===== src/rtl/pfb_pkg.sv =====
package pfb_pkg;
  typedef enum logic [1:0] {
    ST_IDLE  = 2'd0,
    ST_FETCH = 2'd1,
    ST_PF    = 2'd2,
    ST_PFW   = 2'd3
  } pfb_state_e;
endpackage


===== src/rtl/pfb_tags.sv =====
module pfb_tags #(
  parameter int NBUF  = 4,
  parameter int TAG_W = 12,
  localparam int IDX_W = $clog2(NBUF)
) (
  input  logic             clk,
  input  logic             rst,
  input  logic             inv,
  input  logic             wr_en,
  input  logic [IDX_W-1:0] wr_idx,
  input  logic [TAG_W-1:0] wr_tag,
  input  logic [TAG_W-1:0] look_a,
  input  logic [TAG_W-1:0] look_b,
  output logic [NBUF-1:0]  hit_a,
  output logic [NBUF-1:0]  hit_b,
  output logic [NBUF-1:0]  valid
);
  logic [NBUF-1:0]  valid_q;
  logic [TAG_W-1:0] tag_q [NBUF];

  for (genvar i = 0; i < NBUF; i++) begin : g_ent
    always_ff @(posedge clk) begin
      if (rst || inv)
        valid_q[i] <= 1'b0;
      else if (wr_en && wr_idx == IDX_W'(i))
        valid_q[i] <= 1'b1;
    end

    always_ff @(posedge clk) begin
      if (wr_en && wr_idx == IDX_W'(i))
        tag_q[i] <= wr_tag;
    end

    assign hit_a[i] = valid_q[i] && (tag_q[i] == look_a);
    assign hit_b[i] = valid_q[i] && (tag_q[i] == look_b);
  end

  assign valid = valid_q;
endmodule


===== src/rtl/pfb_lru.sv =====
module pfb_lru #(
  parameter int NBUF = 4,
  localparam int IDX_W = $clog2(NBUF)
) (
  input  logic             clk,
  input  logic             rst,
  input  logic             touch,
  input  logic [IDX_W-1:0] touch_idx,
  input  logic [NBUF-1:0]  valid,
  output logic [IDX_W-1:0] victim
);
  logic [IDX_W-1:0] age_q [NBUF];
  logic             any_free;

  for (genvar i = 0; i < NBUF; i++) begin : g_age
    always_ff @(posedge clk) begin
      if (rst)
        age_q[i] <= IDX_W'(i);
      else if (touch) begin
        if (touch_idx == IDX_W'(i))
          age_q[i] <= '0;
        else if (age_q[i] < age_q[touch_idx])
          age_q[i] <= age_q[i] + 1'b1;
      end
    end
  end

  always_comb begin
    victim   = '0;
    any_free = 1'b0;
    for (int i = NBUF - 1; i >= 0; i--) begin
      if (!valid[i]) begin
        victim   = IDX_W'(i);
        any_free = 1'b1;
      end
    end
    if (!any_free) begin
      for (int i = 0; i < NBUF; i++) begin
        if (age_q[i] == IDX_W'(NBUF - 1))
          victim = IDX_W'(i);
      end
    end
  end
endmodule


===== src/rtl/pfb_data.sv =====
module pfb_data #(
  parameter int NBUF   = 4,
  parameter int LINE_W = 128,
  localparam int IDX_W = $clog2(NBUF)
) (
  input  logic              clk,
  input  logic              we,
  input  logic [IDX_W-1:0]  widx,
  input  logic [LINE_W-1:0] wline,
  input  logic [IDX_W-1:0]  ridx,
  output logic [LINE_W-1:0] rline
);
  logic [LINE_W-1:0] mem [NBUF];

  always_ff @(posedge clk) begin
    if (we)
      mem[widx] <= wline;
  end

  assign rline = mem[ridx];
endmodule


===== src/rtl/pfb_ctrl.sv =====
module pfb_ctrl #(
  parameter int ADDR_W = 16,
  parameter int WORD_W = 32,
  parameter int LINE_W = 128,
  parameter int NBUF   = 4,
  localparam int LANE_B = $clog2(WORD_W / 8),
  localparam int WSEL_W = $clog2(LINE_W / WORD_W),
  localparam int OFS_W  = LANE_B + WSEL_W,
  localparam int TAG_W  = ADDR_W - OFS_W
) (
  input  logic              clk,
  input  logic              rst,
  input  logic              pf_en,
  input  logic              inv,
  input  logic              bus_req,
  input  logic [ADDR_W-1:0] bus_addr,
  output logic              bus_ready,
  output logic [WORD_W-1:0] bus_rdata,
  output logic              arr_rd,
  output logic [TAG_W-1:0]  arr_line,
  input  logic              arr_rvalid,
  input  logic [LINE_W-1:0] arr_rdata
);
  import pfb_pkg::*;
  localparam int IDX_W = $clog2(NBUF);

  pfb_state_e        st_q;
  logic [TAG_W-1:0]  pend_tag, pf_tag, nxt_tag, req_tag, fill_tag;
  logic [WSEL_W-1:0] pend_wsel, req_wsel;
  logic [NBUF-1:0]   hit_vec, pfhit_vec, valid_vec, victim_oh;
  logic [IDX_W-1:0]  hit_idx, victim, touch_idx;
  logic [LINE_W-1:0] buf_line;
  logic              hit, accept, fill_en, touch, pf_need;

  function automatic logic [WORD_W-1:0] pick(input logic [LINE_W-1:0] l,
                                             input logic [WSEL_W-1:0] s);
    return l[int'(s) * WORD_W +: WORD_W];
  endfunction

  assign req_tag   = bus_addr[ADDR_W-1:OFS_W];
  assign req_wsel  = bus_addr[OFS_W-1:LANE_B];
  assign nxt_tag   = pend_tag + 1'b1;
  assign hit       = |hit_vec;
  assign victim_oh = NBUF'(1) << victim;
  assign accept    = bus_req && (st_q == ST_IDLE || (st_q == ST_PF && !arr_rvalid));
  assign fill_en   = arr_rvalid && (st_q != ST_IDLE);
  assign fill_tag  = (st_q == ST_FETCH) ? pend_tag : pf_tag;
  assign pf_need   = pf_en && !(|(pfhit_vec & ~victim_oh));
  assign touch     = fill_en || (accept && hit);
  assign touch_idx = fill_en ? victim : hit_idx;

  always_comb begin
    hit_idx = '0;
    for (int i = 0; i < NBUF; i++)
      if (hit_vec[i]) hit_idx = IDX_W'(i);
  end

  pfb_tags #(.NBUF(NBUF), .TAG_W(TAG_W)) u_tags (
    .clk(clk), .rst(rst), .inv(inv),
    .wr_en(fill_en), .wr_idx(victim), .wr_tag(fill_tag),
    .look_a(req_tag), .look_b(nxt_tag),
    .hit_a(hit_vec), .hit_b(pfhit_vec), .valid(valid_vec)
  );

  pfb_lru #(.NBUF(NBUF)) u_lru (
    .clk(clk), .rst(rst), .touch(touch), .touch_idx(touch_idx),
    .valid(valid_vec), .victim(victim)
  );

  pfb_data #(.NBUF(NBUF), .LINE_W(LINE_W)) u_data (
    .clk(clk), .we(fill_en), .widx(victim), .wline(arr_rdata),
    .ridx(hit_idx), .rline(buf_line)
  );

  always_ff @(posedge clk) begin
    if (rst) begin
      st_q      <= ST_IDLE;
      bus_ready <= 1'b0;
      bus_rdata <= '0;
      arr_rd    <= 1'b0;
      arr_line  <= '0;
      pend_tag  <= '0;
      pend_wsel <= '0;
      pf_tag    <= '0;
    end else begin
      bus_ready <= 1'b0;
      arr_rd    <= 1'b0;
      unique case (st_q)
        ST_IDLE: begin
          if (accept) begin
            if (hit) begin
              bus_ready <= 1'b1;
              bus_rdata <= pick(buf_line, req_wsel);
            end else begin
              pend_tag  <= req_tag;
              pend_wsel <= req_wsel;
              arr_rd    <= 1'b1;
              arr_line  <= req_tag;
              st_q      <= ST_FETCH;
            end
          end
        end
        ST_FETCH: begin
          if (arr_rvalid) begin
            bus_ready <= 1'b1;
            bus_rdata <= pick(arr_rdata, pend_wsel);
            if (pf_need) begin
              arr_rd   <= 1'b1;
              arr_line <= nxt_tag;
              pf_tag   <= nxt_tag;
              st_q     <= ST_PF;
            end else begin
              st_q <= ST_IDLE;
            end
          end
        end
        ST_PF: begin
          if (arr_rvalid) begin
            st_q <= ST_IDLE;
          end else if (accept) begin
            if (hit) begin
              bus_ready <= 1'b1;
              bus_rdata <= pick(buf_line, req_wsel);
            end else begin
              pend_tag  <= req_tag;
              pend_wsel <= req_wsel;
              st_q      <= ST_PFW;
            end
          end
        end
        ST_PFW: begin
          if (arr_rvalid) begin
            if (pend_tag == pf_tag) begin
              bus_ready <= 1'b1;
              bus_rdata <= pick(arr_rdata, pend_wsel);
              st_q      <= ST_IDLE;
            end else begin
              arr_rd   <= 1'b1;
              arr_line <= pend_tag;
              st_q     <= ST_FETCH;
            end
          end
        end
        default: st_q <= ST_IDLE;
      endcase
    end
  end
endmodule


===== config.mk =====
export PLATFORM = sky130hd
export DESIGN_NAME = pfb_ctrl
export DESIGN_NICKNAME = d
export VERILOG_FILES = /design/src/rtl/pfb_pkg.sv /design/src/rtl/pfb_tags.sv /design/src/rtl/pfb_lru.sv /design/src/rtl/pfb_data.sv /design/src/rtl/pfb_ctrl.sv
export SDC_FILE = /design/constraint.sdc
export NUM_CORES = 1
export LEC_CHECK = 0
export ABC_AREA = 1
export BUFFER_PORTS_ARGS = -buffer_cell sky130_fd_sc_hd__buf_4
export CAP_MARGIN = 20
export CORE_MARGIN = 3
export CORE_UTILIZATION = 60
export CTS_BUF_LIST = sky130_fd_sc_hd__clkbuf_8
export DETAILED_ROUTE_END_ITERATION = 8
export PLACE_DENSITY = 0.79
export SLEW_MARGIN = 40
export SYNTH_ARGS = -nofsm -noshare
export SYNTH_HDL_FRONTEND = slang
export SYNTH_SLANG_ARGS = --single-unit
export TNS_END_PERCENT = 100

===== constraint.sdc =====
create_clock -name clk -period 12.74 [get_ports clk]
set_input_delay 3.185 -clock clk [delete_from_list [all_inputs] [get_ports clk]]
set_output_delay 3.185 -clock clk [all_outputs]
set_load 0.02 [all_outputs]

==> summary.txt, run 1 <==
Outcome
  – Status: completed

Critical path
  – Worst endpoint data arrival time: 7.44 ns
  – Worst R2R Setup Slack: a little over 8 ns
  – Slowest stage delay, CP: ~0.70 ns
  – Crit path launch type: primary input
  – Critical path type: in2reg
  – Crit Path Max Fanout: 180
  – Required time of the critical path: 13.31 ns
  – CP Cell Sequence: buf_4, inv_1, nor2_1, nor3_1, nand2_1, nor2_1, nand2_8, buf_12, nand2_4, buf_6, nand2_1, nand2_1, nand2_1, nand2_1, nand3_1, nand3_1, a21oi_1
  – Slowest-stage cell, CP: nand2_4
  – Crit end category: flip-flop
  – Most used cell, CP: nand2_1

Layout
  – Area Growth Syn to Fin: 13.0%
  – Net count, final: 3650
  – Layout Cells excl Fill: 4262
  – Layout Utilization: 0.691
  – Design Area, Final: about 0.035 mm^2
  – Share of layout cells above drive strength 1: 0.144

Power and ir drop
  – Max IR drop VDD: approximately 120 uV
  – Clock network fraction of total power: 0.320
  – Comb power frac: 0.205
  – Sw Pwr: 0.00169 W
  – Power Density: roughly 160 mW/mm^2
  – Flop pwr share: 0.474
  – Sw Share: 0.310
  – P_int: ~0.0038 W
  – Static Leak: between 15 and 20 nW

Die
  – Core Rows: 82
  – Core area: between 0.05 and 0.06 mm^2
  – DIE AREA: ~0.054 mm^2
  – Die Y: about 230 um
  – Starting Density: 0.611
  – Die Wd: 233 um
  – I/O pin cnt: between 150 and 200

Route
  – Drt pass-1 iters: 5
  – 1st-iter DRT viols: 2800
  – Antenna Nets Post-Route: 0
  – Wirelength per Cell: around 21 um
  – Vias: approximately 24000
  – Total wire length: 88000 um
  – # DRC: 0
  – Vias per cell: ~5.7

Synthesis
  – #FFs+latches synth: roughly 650
  – Synthesized cell area: a little over 0.03 mm^2
  – Syn_nets: 3491
  – Synth top area share: 0.554
  – Syn_area_per_cell: between 9 and 10 um^2
  – Synth warn: 0
  – Post-synth top area cell: edfxtp_1
  – Sequential area share after synthesis: 0.605
  – Top cells by area, synth: edfxtp_1 (55%), nand2_1 (10%), dfxtp_1 (5.1%), inv_1 (4.8%), o21ai_0 (4.5%)
  – Library cells used by synthesis: 37
  – Post-Syn Instances: 3336

STA
  – RSZ-0062 raised after global routing: no
  – Fin. max-slew vios: 0
  – Slew @ Worst Pin: roughly 0.94 ns
  – Min Hold Slack: approximately 0.48 ns
  – Max Clk Rate: 146 MHz
  – Setup TNS: 0 ns
  – Min cycle time layout: 6.87 ns
  – Layout Skew: ~0.039 ns
  – Max_slew headroom: 0.372
  – Crit share post-route: 0.539
  – Final setup vio count: 0
  – Final Hold Fails: 0

Flow run
  – Max_cap viols: 0

Clock network
  – Skew-Pair Late Insertion Delay: 0.71 ns
  – Clock Path Buffers: 3
  – H-tree depth: 3
  – Cts hold-fix bufs: 0
  – CTS tree: yes
  – Post-CTS setup buffer count: 0
  – Inserted Clock Buffers: about 110
  – CTS sink cnt: roughly 650
  – PostCTS Resize Cnt: 0
  – Clk slew on worst S/H paths: roughly 0.060 ns
  – Root buf cell: clkbuf_8

Placed design
  – Placer Congestion: approximately 0.96
  – Hpwl dp: between 50000 and 60000 um
  – Cell Area, Placed: between 0.03 and 0.04 mm^2
  – Inst Count DP: slightly above 4000
  – # port buffers: slightly below 200

Global route
  – Vias in the first global route: between 20000 and 25000
  – Global route total overflow: 0
  – Largest net degree at the start of global routing: roughly 180
  – Tot GR Track Use: 0.323
  – Initial antenna violation count: 7
  – Global-route wire length before repair: roughly 130000 um

Min path
  – Hold Crit Class: reg2reg
[synth_stat cells (all sizes together)]
library cell and n:
ha 5, or2 97, nor2 349, buf 76, nand2 834, o22ai 42, nor4 1, o21ai 303
xnor2 7, clkbuf 90, nand3 186, dfxtp 78, nor3 7, nand4 11, a221oi 1, o211ai 2
nand3b 132, xor2 14, nor3b 2, edfxtp 568, a21oi 109, o221ai 8, o21bai 3, inv 410
clkinv 1
[worst paths after layout]
kind                  end          startpoint  cells after the start
min           arr_line[4]         arr_line[4]                      2
max          bus_rdata[7]        bus_addr[15]                     17
min reg2reg   arr_line[4]         arr_line[4]                      2
max reg2reg  bus_rdata[8]  u_tags.tag_q[3][8]                     14
[power groups by stage]
stage          clock, W  combinational [W]  sequential, W
3_3_place_gp          0            0.00106        0.00262
2_1_floorplan         0           0.000643        0.00265
3_5_place_dp          0            0.00109        0.00262
6_report        0.00174            0.00112        0.00258
4_1_cts         0.00176            0.00110        0.00258
5_1_grt         0.00186            0.00121        0.00260
[state kept, by name, summed over array words and instances, names as in the netlist]
signal        flops
bus_rdata        32
u_data.mem      512
u_tags.valid      4
arr_rd            1
u_lru.age_q       8
pend_wsel         2
u_tags.tag_q     48
pend_tag         12
st_q              2
arr_line         12
bus_ready         1
pf_tag           12
[placed cells by master (no fill, tap or decap), types with 6 or more instances in the layout]
cell | netlist | final
o221ai_1 | 8 | 8
nor2_4 | 2 | 6
nor3_1 | 7 | 7
dfxtp_1 | 78 | 76
nand4_1 | 11 | 11
inv_1 | 394 | 430
nor2_1 | 342 | 339
nand3_1 | 181 | 181
a21oi_1 | 109 | 109
xnor2_1 | 7 | 7
clkinv_1 | 1 | 12
o21ai_1 | 26 | 26
clkbuf_8 | 0 | 125
clkinv_2 | 0 | 16
nand2_1 | 822 | 820
buf_6 | 2 | 6
buf_4 | 5 | 207
nand3b_1 | 132 | 132
or2_2 | 97 | 97
o21ai_0 | 277 | 277
edfxtp_1 | 568 | 568
inv_2 | 16 | 16
nand2_2 | 12 | 12
xor2_1 | 14 | 14
o22ai_1 | 42 | 42
[layer usage]
metal / track usage / share of wire / up-vias
li1: - / - / 11400
met1: 0.420 / 0.39 / 11500
met2: 0.526 / 0.47 / 1326
met3: 0.0744 / 0.11 / 248
met4: 0.136 / 0.038 / 10
met5: 0 / 0.00090 / -
[layout make-up]
type                    instances  area [um^2]
inverters                     411         1570
repair buffers                218         1740
clock buffers                 125         1720
flip-flops and latches        646        18600
multi-input cells            2113         9950
well taps                     672          841
clock inverters                75          358
diodes                          2         5.00
fillers                      3816        15600
[metrics by stage]
step | setup slack, ns | total power, W
after CTS | 5.69 | 0.00543
after floorplan | 2.52 | 0.00330
after detailed placement | 4.93 | 0.00371
final | 5.87 | 0.00545
after global routing | 5.54 | 0.00567
after global placement | 4.99 | 0.00368
[logic make-up (layout without fill, tap and decap cells)]
family	after synthesis	count (layout)	synth area share
other cells	0	2	0
simple gates	1619	1619	0.234
fa+ha+maj	5	5	0.00203
buf+inv	577	829	0.0738
flops	646	646	0.605
compound gates	468	468	0.0798
xor+xnor	21	21	0.00597
[worst max-delay path, delay by kind of cell]
family	cells	cell delay [ns]
AO/OA/AOI/OAI	1	0.09
buffers and inverters	4	1.53
AND/OR/NAND/NOR	12	2.34
Power figures use the tool's default switching activity.
==> run 2, diff against run 1 <==
CORE_UTILIZATION = 57   (was 60)
clock period = 5.8 ns   (was 12.74 ns; I/O delays follow)
==> run 2 against run 1 <==
  * First-iteration DRC count is 0.79% higher
  * Via count is 0.58% lower
  * Sequential power is 120% higher
  * Design area is 0.72% higher
  * Utilization is 2.9 points lower
  * Total power is 120% higher
  * Non-clock buffer count is 14 higher
  * Combinational power is 120% higher
  * Sequential share of layout area is 0.38 points lower
  * Wire length is 1.8% lower
  * Global-route usage is 2.4 points lower
  * Critical path type unchanged
  * Critical endpoint is now bus_rdata[23]
  * Highest routed layer unchanged
==> summary.txt, run 2 (same netlist as run 1, synthesis figures left out) <==
STA
  – Final Hold Fails: 0 (unchanged)
  – Crit share post-route: 0.675
  – Max_slew headroom: 0.382 (+0.0102)
  – Min Hold Slack: 0.485 ns (+0.00567 ns)
  – RSZ-0062 raised after global routing: no
  – Fin. max-slew vios: 0 (unchanged)
  – Slew @ Worst Pin: 0.927 ns (-0.0153 ns)
  – Layout Skew: 0.0272 ns (-0.0114 ns)
  – Final setup vio count: 0 (unchanged)
  – Setup TNS: 0 ns (unchanged)
  – Max Clk Rate: approximately 260 MHz
  – Min cycle time layout: between 3 and 4 ns

Power and ir drop
  – Static Leak: 15.4 nW (+0.67%)
  – Max IR drop VDD: 216 uV (+81%)
  – Power Density: 343 mW/mm^2 (+120%)
  – Pwr Total: 0.0120 W (+120%)

Layout
  – Largest regs: u_data.mem x512, u_tags.tag_q x48, bus_rdata x32
  – Commonest non-fill, non-tap cell in the layout: nand2_1
  – Most frequent cells in the layout: nand2_1 (819), edfxtp_1 (568), inv_1 (424), nor2_1 (339), o21ai_0 (277)
  – Biggest register: u_data.mem
  – Area Growth Syn to Fin: 13.8%
  – Multi-input logic area: 0.00994 mm^2 (about the same)
  – Share of layout cells above drive strength 1: 0.148 (+0.00333)
  – Reg area: 0.0186 mm^2 (about the same)
  – Fill cells: 4116 (+7.9%)
  – Layout Cells excl Fill: 4302 (+0.94%)
  – Max reg flops: 512 (unchanged)
  – Net count, final: 3665 (+0.41%)

Route
  – Wirelength per Cell: 20.1 um (-2.7%)
  – WL met2: 40300 um (-2.4%)
  – Top Layer Used: met5
  – WL met3: 9050 um (-3.2%)
  – Antenna Nets Post-Route: 0 (unchanged)
  – # DRC: 0 (unchanged)
  – Total wire length: 86400 um (-1.8%)
  – Vias: 24300 (-0.58%)
  – Met1 Routed Length: 34200 um (+0.61%)
  – Vias per cell: 5.65 (-1.5%)
  – 1st-iter DRT viols: 2822 (+0.79%)
  – Drt pass-1 iters: 7 (+2)

Critical path
  – Crit path launch type: primary input
  – Slowest stage delay, CP: 0.48 ns (-0.22 ns)
  – Worst endpoint data arrival time: 4.53 ns (-2.91 ns)
  – Crit Path Max Fanout: 59 (-67%)
  – Worst R2R Setup Slack: 2.18 ns (-5.91 ns)
  – Required time of the critical path: 6.41 ns (-6.90 ns)
  – Slowest-stage cell, CP: inv_2
  – CP Cell Sequence: buf_4, inv_1, nand2_1, o21ai_0, nor2_1, nand2_1, nor2_1, nand2_4, nand2_2, o21ai_1, nand2_2, inv_2, buf_4, a21oi_1, a21oi_1
  – Critical path type: in2reg
  – Crit end category: flip-flop

Clock network
  – Post-CTS setup buffer count: 0 (unchanged)
  – Skew-Pair Late Insertion Delay: 0.70 ns (about the same)
  – Root buf cell: clkbuf_8
  – H-tree depth: 3 (unchanged)
  – CTS tree: yes
  – Clk slew on worst S/H paths: 0.06 ns (about the same)
  – PostCTS Resize Cnt: 0 (unchanged)
  – Cts hold-fix bufs: 0 (unchanged)
  – Clock Path Buffers: 3 (unchanged)
  – Inserted Clock Buffers: 106 (+0.95%)
  – CTS sink cnt: 646 (unchanged)

Global route
  – Largest net degree at the start of global routing: 201 (+11%)
  – Vias in the first global route: 22900 (-4.2%)
  – Global-route wire length before repair: 130000 um (-2.9%)
  – Tot GR Track Use: 0.299 (-0.0245)
  – Initial antenna violation count: 10 (+3)
  – Global route total overflow: 0 (unchanged)

Min path
  – Hold Crit Class: reg2reg

Die
  – DIE AREA: 0.0568 mm^2 (+5.1%)
  – Core Rows: 84 (+2.4%)
  – Die Wd: 238 um (+2.5%)
  – Die Y: 238 um (+2.5%)
  – I/O pin cnt: 196 (unchanged)
  – Starting Density: 0.581 (-0.0299)
  – Core area: 0.0530 mm^2 (+5.2%)

Placed design
  – # port buffers: 193 (unchanged)
  – Inst Count DP: 4089 (+0.74%)
  – Placer Congestion: 1.00 (+4.1%)
  – Hpwl dp: 51000 um (+0.49%)

Flow run
  – Max_cap viols: 0 (unchanged)

Outcome
  – Status: completed
run 2: cell types whose count changed in the layout (fill, tap and decap cells not counted), sizes merged:
cell / change
diode: +10
buf: +14
clkinv: +4
bufinv: +3
clkinvlp: -2
clkbuf: -1
inv: -4
run 2: stage by stage:
stage / utilization / worst slack (ns) / cell area (um^2)
CTS: 0.660 / 1.99 / 35000
global placement: 0.620 / 1.31 / 32800
floorplan: - / 0.835 / 30800
finish: 0.662 / 1.88 / 35000
detailed placement: 0.620 / 1.28 / 32900
global route: 0.661 / 1.77 / 35000
run 2: per-layer routing:
metal | vias up | track usage
li1 | 11400 | -
met1 | 11400 | 0.403
met2 | 1330 | 0.476
met3 | 221 | 0.0617
met4 | 4 | 0.128
met5 | - | 0
run 2: worst max-delay path: cells and delay by family:
kind,cells,cell delay (ns)
buffers and inverters,4,1.20
and+or+nand+nor,7,1.13
AOI/OAI and AO/OA,4,0.71
run 2: where the power goes:
| group | leakage (nW) | switching, W | internal (W) | total [W] |
|---|---|---|---|---|
| clock | 1.23 | 0.00181 | 0.00212 | 0.00394 |
| combinational | 8.40 | 0.00166 | 0.000772 | 0.00243 |
| sequential | 5.79 | 0.000183 | 0.00549 | 0.00567 |
| total | 15.4 | 0.00366 | 0.00838 | 0.0120 |
run 2: cell type report:
| class | count | share of cell area |
|---|---|---|
| clock buffers | 124 | 0.0487 |
| multi-input cells | 2113 | 0.284 |
| inverters | 411 | 0.0447 |
| repair buffers | 232 | 0.0542 |
| flip-flops and latches | 646 | 0.531 |
| well taps | 688 | 0.0246 |
| clock inverters | 76 | 0.0120 |
| diodes | 12 | 0.000857 |
run 2: path summary, 6_finish.rpt:
check	end	cells after the start	startpoint
worst max-delay path	bus_rdata[23]	15	bus_addr[11]
worst min-delay path	arr_line[7]	2	arr_line[7]
worst max register to register	pf_tag[10]	17	pend_tag[0]
worst min register to register	arr_line[7]	2	arr_line[7]
